`src/rtl/clkdiv_pkg.sv`:
```
package clkdiv_pkg;

    // Quarter-period phase codes for the word clock.
    typedef enum logic [1:0] {
        PH_270 = 2'b00,
        PH_180 = 2'b01,
        PH_090 = 2'b10,
        PH_000 = 2'b11
    } phase_e;

    // Number of quarter periods of delay for a phase code.
    function automatic logic [1:0] quarter_steps(input phase_e ph);
        logic [1:0] steps;
        case (ph)
            PH_000:  steps = 2'd0;
            PH_090:  steps = 2'd1;
            PH_180:  steps = 2'd2;
            default: steps = 2'd3;
        endcase
        return steps;
    endfunction

endpackage

```
`src/rtl/clkdiv_chain.sv`:
```
module clkdiv_chain #(
    parameter int N_STAGES = 4
) (
    input  logic                clk,
    input  logic                rst_n,
    output logic [N_STAGES-1:0] div_q,
    output logic                last_next,
    output logic                last_rise
);

    typedef struct packed {
        logic [N_STAGES-1:0] div;
    } chain_t;

    chain_t q, d;

    always_comb begin
        d = q;
        d.div[0] = ~q.div[0];
        for (int k = 1; k < N_STAGES; k++) begin
            // A stage toggles when the stage before it rises.
            if (!q.div[k-1] && d.div[k-1]) begin
                d.div[k] = ~q.div[k];
            end
        end
    end

    always_ff @(posedge clk or negedge rst_n) begin
        if (!rst_n) begin
            q <= '0;
        end else begin
            q <= d;
        end
    end

    assign div_q     = q.div;
    assign last_next = d.div[N_STAGES-1];
    assign last_rise = !q.div[N_STAGES-1] && d.div[N_STAGES-1];

    AST_RESET_CLEAR: assert property (@(posedge clk) !rst_n |-> (q.div == '0));

    AST_HALF_TOGGLE: assert property (@(posedge clk) disable iff (!rst_n)
        1'b1 |=> (q.div[0] != $past(q.div[0])));

    for (genvar k = 1; k < N_STAGES; k++) begin : g_ripple
        AST_RIPPLE_STEP: assert property (@(posedge clk) disable iff (!rst_n)
            (q.div[k] != $past(q.div[k])) |-> $rose(q.div[k-1]));
    end

endmodule

```
`src/rtl/phase_tap.sv`:
```
module phase_tap
    import clkdiv_pkg::*;
#(
    parameter int PERIOD = 16
) (
    input  logic       clk,
    input  logic       rst_n,
    input  logic       src_next,
    input  logic       src_rise,
    input  logic [1:0] sel_in,
    output logic       out
);

    localparam int STEP  = PERIOD / 4;
    localparam int DEPTH = 3 * STEP;
    localparam int IDXW  = $clog2(DEPTH + 1);

    typedef struct packed {
        logic [DEPTH-1:0] hist;
        phase_e           sel;
        logic             out;
    } tap_t;

    tap_t q, d;
    logic [DEPTH:0]    taps;
    logic [IDXW-1:0]   idx;

    always_comb begin
        d = q;
        // taps[j] is the source value j cycles before the next one.
        taps[0] = src_next;
        for (int j = 1; j <= DEPTH; j++) begin
            taps[j] = q.hist[j-1];
        end
        d.hist = taps[DEPTH-1:0];
        if (src_rise) begin
            d.sel = phase_e'(sel_in);
        end
        case (quarter_steps(d.sel))
            2'd0:    idx = '0;
            2'd1:    idx = IDXW'(STEP);
            2'd2:    idx = IDXW'(2 * STEP);
            default: idx = IDXW'(3 * STEP);
        endcase
        d.out = taps[idx];
    end

    always_ff @(posedge clk or negedge rst_n) begin
        if (!rst_n) begin
            q.hist <= '0;
            q.sel  <= PH_270;
            q.out  <= 1'b0;
        end else begin
            q <= d;
        end
    end

    assign out = q.out;

    AST_RESET_PHASE: assert property (@(posedge clk) !rst_n |-> (q.sel == PH_270 && !q.out));

    AST_SEL_HOLD: assert property (@(posedge clk) disable iff (!rst_n)
        !src_rise |=> $stable(q.sel));

    AST_ZERO_SHIFT: assert property (@(posedge clk) disable iff (!rst_n)
        (q.sel == PH_000) |-> (q.out == q.hist[0]));

    AST_HALF_INVERT: assert property (@(posedge clk) disable iff (!rst_n)
        (q.sel == PH_180) |-> (q.out != q.hist[0]));

endmodule

```
`src/rtl/clk_word_divider.sv`:
```
module clk_word_divider #(
    parameter int N_STAGES = 4
) (
    input  logic                clk_full,
    input  logic                rst_n,
    input  logic [1:0]          phase_sel,
    output logic [N_STAGES-1:0] div_clk,
    output logic                word_clk
);

    localparam int WORD_PERIOD = 2 ** N_STAGES;

    logic last_next;
    logic last_rise;

    clkdiv_chain #(
        .N_STAGES(N_STAGES)
    ) u_chain (
        .clk       (clk_full),
        .rst_n     (rst_n),
        .div_q     (div_clk),
        .last_next (last_next),
        .last_rise (last_rise)
    );

    phase_tap #(
        .PERIOD(WORD_PERIOD)
    ) u_tap (
        .clk      (clk_full),
        .rst_n    (rst_n),
        .src_next (last_next),
        .src_rise (last_rise),
        .sel_in   (phase_sel),
        .out      (word_clk)
    );

endmodule

```
`config.mk`:
```
export PLATFORM = sky130hd
export DESIGN_NAME = clk_word_divider
export DESIGN_NICKNAME = d
export VERILOG_FILES = /design/src/rtl/clkdiv_pkg.sv /design/src/rtl/clkdiv_chain.sv /design/src/rtl/phase_tap.sv /design/src/rtl/clk_word_divider.sv
export SDC_FILE = /design/constraint.sdc
export NUM_CORES = 1
export LEC_CHECK = 0
export BUFFER_PORTS_ARGS = -buffer_cell sky130_fd_sc_hd__buf_2
export CAP_MARGIN = 15
export CORE_MARGIN = 2
export CORE_UTILIZATION = 40
export DETAILED_ROUTE_END_ITERATION = 10
export PLACE_DENSITY = 0.67
export SLEW_MARGIN = 40
export SYNTH_ARGS = -nofsm -noshare
export SYNTH_HDL_FRONTEND = slang
export SYNTH_SLANG_ARGS = --single-unit
```
`constraint.sdc`:
```
create_clock -name clk_full -period 1.8 [get_ports clk_full]
set_input_delay 0.36 -clock clk_full [delete_from_list [all_inputs] [get_ports clk_full]]
set_output_delay 0.36 -clock clk_full [all_outputs]
set_load 0.005 [all_outputs]
```
After elaboration in Yosys (flattened, before gate mapping)
Index checks and enable logic that the tools add are counted.

word-level totals
  input port bits = 4
  output and inout bits = 5
  bits in registers = 19
  logic and storage cells = 31

operators by class
  order comparisons = 1
  mux-type cells = 8
  reduce and logical (&&, ||, !) cells = 9
  bitwise gates (word level) = 4
  equality and inequality tests = 5

operator list
  operator            number
  $pmux 4 s3          1
  $eq 2x2->1 const B  3
  $pmux 2 s3          1
  $lt 4x5->1 const B  1
  $bmux 1 s4          1
  $eq 2x1->1 const B  2
  $logic_and 1x1->1   4
  $logic_not 1->1     4
  $mux 1              4
  $not 1->1           4
  $logic_not 2->1     1
  $mux 2              1

Depth between registers and ports, before layout
Gate-level depths: netlist of run 1.

  word-level depth = 15
  mapped depth = 6
  mapped depth without buffers = 6

Hierarchy
From an unflattened synthesis of run 1, not the netlist that was laid out.

unflattened totals
  cell total of the unflattened synthesis = 35
  area, all modules = 598.1 um^2

modules (own cells, without submodules)
  module        instances  cells each  area each (um^2)  seq. area each (um^2)
  phase_tap     1          21          434.2             375.4
  clkdiv_chain  1          14          163.9             100.1

Worst setup path before layout of run 1
OpenSTA, ideal clock, no wires.

  path type = reg2reg
  from = register u_chain.q, in the netlist u_chain.div_q[0]
  to = register u_tap.out (netlist name)
  required time = 1.662 ns
  path slack = 0.005 ns
  stages on the path, launching flop included = 7
  arrival time = 1.657 ns
  clock period less this slack = 1.795 ns
  setup time = 0.138 ns
  path buffers = 0
  cells stage by stage = dfrtp_1 -> inv_1 -> ha_1 -> ha_1 -> ha_1 -> mux2_4 -> mux4_2

RTL lines
  what                      line                RTL
  start: declaration        clkdiv_chain.sv:15  chain_t q, d;
  start signal: assignment  clkdiv_chain.sv:30  q <= '0;
  start signal: assignment  clkdiv_chain.sv:32  q <= d;

==> flow_metrics.tcl, run 1 <==
set metrics [dict create \
    drive_above_1_share 0.4444 \
    nets 53 \
    clock_slew_at_reported_path_ffs_ns 0.11 \
    via_count_of_the_first_global_routing_pass 317 \
    io_buffer_count 8 \
    min_delay_worst_endpoint "u_tap.q[2]" \
    ys_async_sr_fraction 1.000 \
    crit_fanout 2 \
    outcome "finished, final reports clean" \
    crit-reg2reg-launch "u_chain.div_q[0]" \
    commonest_cells_post_synth "dfrtp_1 (18), inv_1 (7), ha_1 (3)" \
    fp.dieArea_um2 1744 \
    drt_drc_violations_left 0 \
    clockRootBuffer "clkbuf_4" \
    timing.slew.headroom 0.7502 \
    synthMostInstantiatedCell "dfrtp_1" \
    min_period_over_period 0.9679 \
    die_height_um 41.77 \
    stdcell_area_um2 713.2 \
    initial_utilization 0.4330 \
    via_density_per_instance 4.700 \
    cp_data_required_time_ns 1.98 \
    cts-htree-levels 1 \
    synth_edf_count 0 \
    p_leak_nw 0.3479 \
    synthDominantAreaCellType "dfrtp_1" \
    globalRoute.totalOverflow 0 \
    post_synth_num_cell_types 7 \
    synth.top_cell.area_share 0.7895 \
    postSynthNetCount 39 \
    yosys-top-cells-area "dfrtp_1 (79%), ha_1 (6.6%), inv_1 (4.6%)" \
    floorplan_row_count 13 \
    clk-insertion-delay-late_ns 0.29 \
    period_minus_slack_ns 1.742 \
    antennaDiodeCount 0 \
    cts_made_buffers 3 \
    rsz0062_at_grt "false" \
    detail_route.wirelength_um 830 \
    power-per-cell-area_nw_per_um2 949.8 \
    maxCapViolations 0 \
    drt_pass1_iterations 2 \
    clock-sinks 18 \
    pin_count 9 \
    gr-usage-all-layers 0.1206 \
    crit_path_end_kind "flip-flop" \
    max_freq_mhz 574.0 \
    start_kind "flip-flop" \
    finish.utilization 0.5413 \
    worstHoldStart "phase_sel[1]" \
    grt_max_degree 19 \
    synthesis.area_um2 570.5 \
    tightest_slew_ns 0.3746 \
    synthesis.instances 32 \
    grt_pass1_wl_mm 1.442 \
    synth_ff_type "dfrtp_1" \
    final_max_slew_viol_count 0 \
    worst-r2r-cell-count 6 \
    yosysSeqAreaShare 0.7895 \
    drt-initial-drc-count 1 \
    clock_skew_ns 0.01081 \
    min_path_cells 2 \
    finalWeightedCongestion 0.6954 \
    route.vias.total 282 \
    cts_max_path_buffers 2 \
    antenna_found_initial 0 \
    tritoncts_clock_tree "done" \
    synthesis.area_per_instance_um2 17.83 \
    yosys_reg_bits 18 \
    worst_r2r_endpoint "u_tap.out" \
    worstHoldPathType "primary input to flip-flop" \
    hpwlAfterDp_um 568.9 \
    r2r_setup_slack_ns 0.06 \
    crit_arrival_ns 1.92 \
    maximum_vdd_drop_v 0.0005315 \
    report.final.hold_viol_count 0 \
    yosysWarningCount 0 \
    timing_worst_setup_path_type "flip-flop to flip-flop" \
    floorplan.die.width_um 41.77 \
    detail_route.wl_per_cell_um 13.83 \
    relative_area_change_from_synthesis_to_final_layout_pct 25.00 \
    ant_nets 0 \
    core_area_um2 1318 \
    final-setup-viol-count 0 \
    post_dp_cell_area_um2 629.4 \
]
flip-flops by register name, indices dropped and copies added (netlist names):
name,cells
u_tap.d,11
u_tap.out,1
u_chain.div_q,3
u_tap.q,3
cell families (layout without fill, tap and decap cells):
| family | after synthesis | count (layout) | synth area share |
|---|---|---|---|
| flip-flops | 18 | 18 | 0.7895 |
| buffers and inverters | 8 | 21 | 0.05922 |
| multiplexers | 3 | 3 | 0.08551 |
| adder cells (fa/ha/maj) | 3 | 3 | 0.06580 |
routing by layer:
| metal | GRT usage | up-vias | share of wire |
|---|---|---|---|
| met5 | 0 | - | 0 |
| met4 | 0.03871 | 0 | 0 |
| met3 | 0.07826 | 0 | 0.064 |
| met2 | 0.2000 | 10 | 0.53 |
| met1 | 0.1224 | 149 | 0.40 |
| li1 | - | 123 | - |
placed cells by master (no fill, tap or decap), drive strengths merged:
cell type,synthesis,routed
dfrtp,18,18
buf,1,9
inv,7,7
clkbuf,0,4
ha,3,3
mux2,2,2
mux4,1,1
dlygate4sd3,0,1
report_power, final:
group | total [mW] | switching, mW | internal, mW
clock | 0.246 | 0.123 | 0.123
combinational | 0.0214 | 0.0110 | 0.0104
sequential | 0.410 | 0.00107 | 0.409
total | 0.677 | 0.135 | 0.542
per-stage QoR:
stage / cells / hold slack [ns] / power (mW) / setup TNS [ns] / setup WS, ns
global route: 60 / 0.3192 / 0.7050 / 0 / 0.005898
detailed placement: 55 / 0.2989 / 0.4382 / -0.05468 / -0.05468
finish: 60 / 0.3152 / 0.6774 / 0 / 0.05774
floorplan: 32 / 0.06441 / 0.4247 / 0 / 0.005053
global placement: 55 / 0.2821 / 0.4370 / 0 / 0.004466
CTS: 60 / 0.3184 / 0.6817 / 0 / 0.02706
cell type report:
| class | count | area (µm²) |
|---|---|---|
| clock buffer | 4 | 36.28 |
| inverter | 7 | 26.28 |
| multi-input combinational | 6 | 123.9 |
| tap | 15 | 18.77 |
| fill | 102 | 604.3 |
| sequential | 18 | 450.4 |
| timing repair buffer | 10 | 57.56 |
worst max path at each step:
stage	endpoint	start	slack [ns]
final	u_tap.out	u_chain.div_q[0]	0.06
after detailed placement	u_tap.out	u_chain.div_q[0]	-0.05
after floorplan	u_tap.out	u_chain.div_q[0]	0.005
after global placement	u_tap.out	u_chain.div_q[0]	0.004
after CTS	u_tap.out	u_chain.div_q[0]	0.03
after global routing	u_tap.out	u_chain.div_q[0]	0.006
timing repair:
| action | CTS | global route |
|---|---|---|
| resized for setup | 5 | 2 |
| hold endpoints to repair | 18 | 0 |
| endpoints found under the setup margin | 1 | 1 |
| hold buffers | 1 | 0 |
| pin swaps | 1 | 1 |
| setup buffers | 0 | 0 |
critical path: stages (launching register included):
cell     delay, ns
dfrtp_1       0.38
inv_2         0.06
ha_4          0.16
ha_4          0.16
ha_4          0.16
mux2_4        0.31
mux4_2        0.41
Note: power is estimated with default switching activity, not from simulation.
==> run 2: changes to the inputs <==
--- a/config.mk
+++ b/config.mk
@@ -11,6 +11,7 @@
 export CORE_UTILIZATION = 40
 export DETAILED_ROUTE_END_ITERATION = 10
 export PLACE_DENSITY = 0.67
+export REMOVE_ABC_BUFFERS = 1
 export SLEW_MARGIN = 40
 export SYNTH_ARGS = -nofsm -noshare
 export SYNTH_HDL_FRONTEND = slang
==> run 2 against run 1 <==
Sequential power is essentially flat. Combinational power grew 11%. Flip-flop and latch count is the same. Critical path depth is the same. Non-clock buffer count grew 1. Total power shrank 1.2%. Die area is the same. Final cell count grew 1.7%. Largest cell class unchanged.
==> flow_metrics.tcl, run 2 (same netlist as run 1, synthesis figures left out) <==
set metrics [dict create \
    outcome "finished, final reports clean" \
    smallest_setup_slack_after_layout_ns 0.04062 \
    floorplan.die.width_um 41.77 \
    drt_drc_violations_left 0 \
    min_period_over_period 0.9774 \
    maximum_vdd_drop_v 0.0005259 \
    place.detailed.instances 55 \
    top_signal_layer_used "met3" \
    nets 54 \
    gr-usage-all-layers 0.1141 \
    finish.utilization 0.5394 \
    clock_skew_ns 0.003605 \
    via_count_of_the_first_global_routing_pass 319 \
    clock-sinks 18 \
    core_area_um2 1318 \
    finalNonFillerCells 61 \
    tritoncts_clock_tree "done" \
    timing.critical_path.cells "inv_1 > ha_2 > ha_4 > ha_4 > mux2_4 > mux4_2" \
    detail_route.wirelength_um 815 \
    wl_met3_um 71 \
    antennaDiodeCount 0 \
    relative_area_change_from_synthesis_to_final_layout_pct 24.56 \
    drive_above_1_share 0.4348 \
    timing.slew.headroom 0.7463 \
    route.vias.total 280 \
    tightest_slew_ns 0.3806 \
    ant_nets 0 \
    total_negative_setup_slacks_ns 0 \
    power-per-cell-area_nw_per_um2 941.9 \
    timing.critical_path.slowest_stage_cell "mux4_2" \
    rsz0062_at_grt "true" \
    initial_utilization 0.4330 \
    m1WireLength_um 330 \
    floorplan_row_count 13 \
    drt_pass1_iterations 4 \
    cp_data_required_time_ns 1.97 \
    cts_max_path_buffers 2 \
    maxCapViolations 0 \
    globalRoute.totalOverflow 0 \
    final_max_slew_viol_count 0 \
    via_density_per_instance 4.590 \
    largest_reg_flops 11 \
    clk-insertion-delay-late_ns 0.29 \
    finalWeightedCongestion 0.6882 \
    antenna_found_initial 0 \
    finalHoldWorstSlack_ns 0.3297 \
    mostFrequentLayoutCell "dfrtp_1" \
    cts_made_buffers 3 \
    grt_pass1_wl_mm 1.380 \
    cts-htree-levels 1 \
    start_kind "flip-flop" \
    detail_route.wl_per_cell_um 13.36 \
    met2_wirelength_um 414 \
    crit_path_end_kind "flip-flop" \
    crit_fanout 2 \
    max_freq_mhz 568.4 \
    p_leak_nw 0.3551 \
    report.final.hold_viol_count 0 \
    grt_max_degree 19 \
    pin_count 9 \
    pre_cts_ws_ns -0.04446 \
    worst_path_most_repeated_cell "ha_4" \
    mostFrequentLayoutCells "dfrtp_1 (18), buf_2 (8), inv_1 (7)" \
    drt-initial-drc-count 5 \
    final-setup-viol-count 0 \
    timing_worst_setup_path_type "flip-flop to flip-flop" \
    die_height_um 41.77 \
    critPathMaxStageDelay_ns 0.42 \
    worstHoldPathType "primary input to flip-flop" \
    r2r_setup_slack_ns 0.04 \
    period_minus_slack_ns 1.759 \
    clockRootBuffer "clkbuf_4" \
    crit_arrival_ns 1.93 \
    io_buffer_count 8 \
    clock_slew_at_reported_path_ffs_ns 0.09 \
    fp.dieArea_um2 1744 \
    hpwlAfterDp_um 558.1 \
]
==> run 2: where the power goes <==
group          internal (mW)  switching, mW  total [mW]
combinational         0.0118         0.0119      0.0237
clock                  0.123          0.113       0.236
sequential             0.408        0.00120       0.410
total                  0.543          0.126       0.669
==> run 2: metrics by stage <==
step / power (mW) / instance area, µm²
after CTS: 0.6768 / 703.2
after detailed placement: 0.4388 / 629.4
after global placement: 0.4370 / 629.4
after floorplan: 0.4247 / 563.0
after global routing: 0.7011 / 710.7
final: 0.6694 / 710.7
==> run 2: area by class of cell <==
| class | count | area [µm²] |
|---|---|---|
| Clock buffer | 4 | 36.28 |
| Fill cell | 103 | 606.8 |
| Inverter | 7 | 26.28 |
| Multi-Input combinational cell | 6 | 113.9 |
| Sequential cell | 18 | 450.4 |
| Tap cell | 15 | 18.77 |
| Timing Repair Buffer | 11 | 65.06 |
==> run 2: path summary, 6_finish.rpt <==
kind                                  start          end  cells past startpoint
max                        u_chain.div_q[1]    u_tap.out                      6
min                            phase_sel[1]   u_tap.q[2]                      2
max reg2reg                u_chain.div_q[1]    u_tap.out                      6
min reg2reg                      u_tap.d[9]  u_tap.d[10]                      0
max in group asynchronous             rst_n   u_tap.d[8]                      2
min in group asynchronous             rst_n  u_tap.d[13]                      2
==> run 2: layer usage <==
metal / vias up / global-route usage
met5: - / 0
met2: 13 / 0.1938
met4: 0 / 0.01935
li1: 125 / -
met3: 0 / 0.08261
met1: 142 / 0.1137
==> run 2: worst max-delay path: cells and delay by family, from the launching register on <==
| kind | cells | cell delay, ns |
|---|---|---|
| adders and majority gates | 3 | 0.51 |
| buffers and inverters | 1 | 0.05 |
| DFF | 1 | 0.36 |
| muxes | 2 | 0.73 |
==> run 2: timing repair <==
action | CTS | global route
endpoints found under the hold margin | 18 | 0
setup endpoints to repair | 1 | 1
pin swaps | 2 | 3
buffers inserted | 0 | 1
resized for setup | 5 | 0
hold buffers | 1 | 0
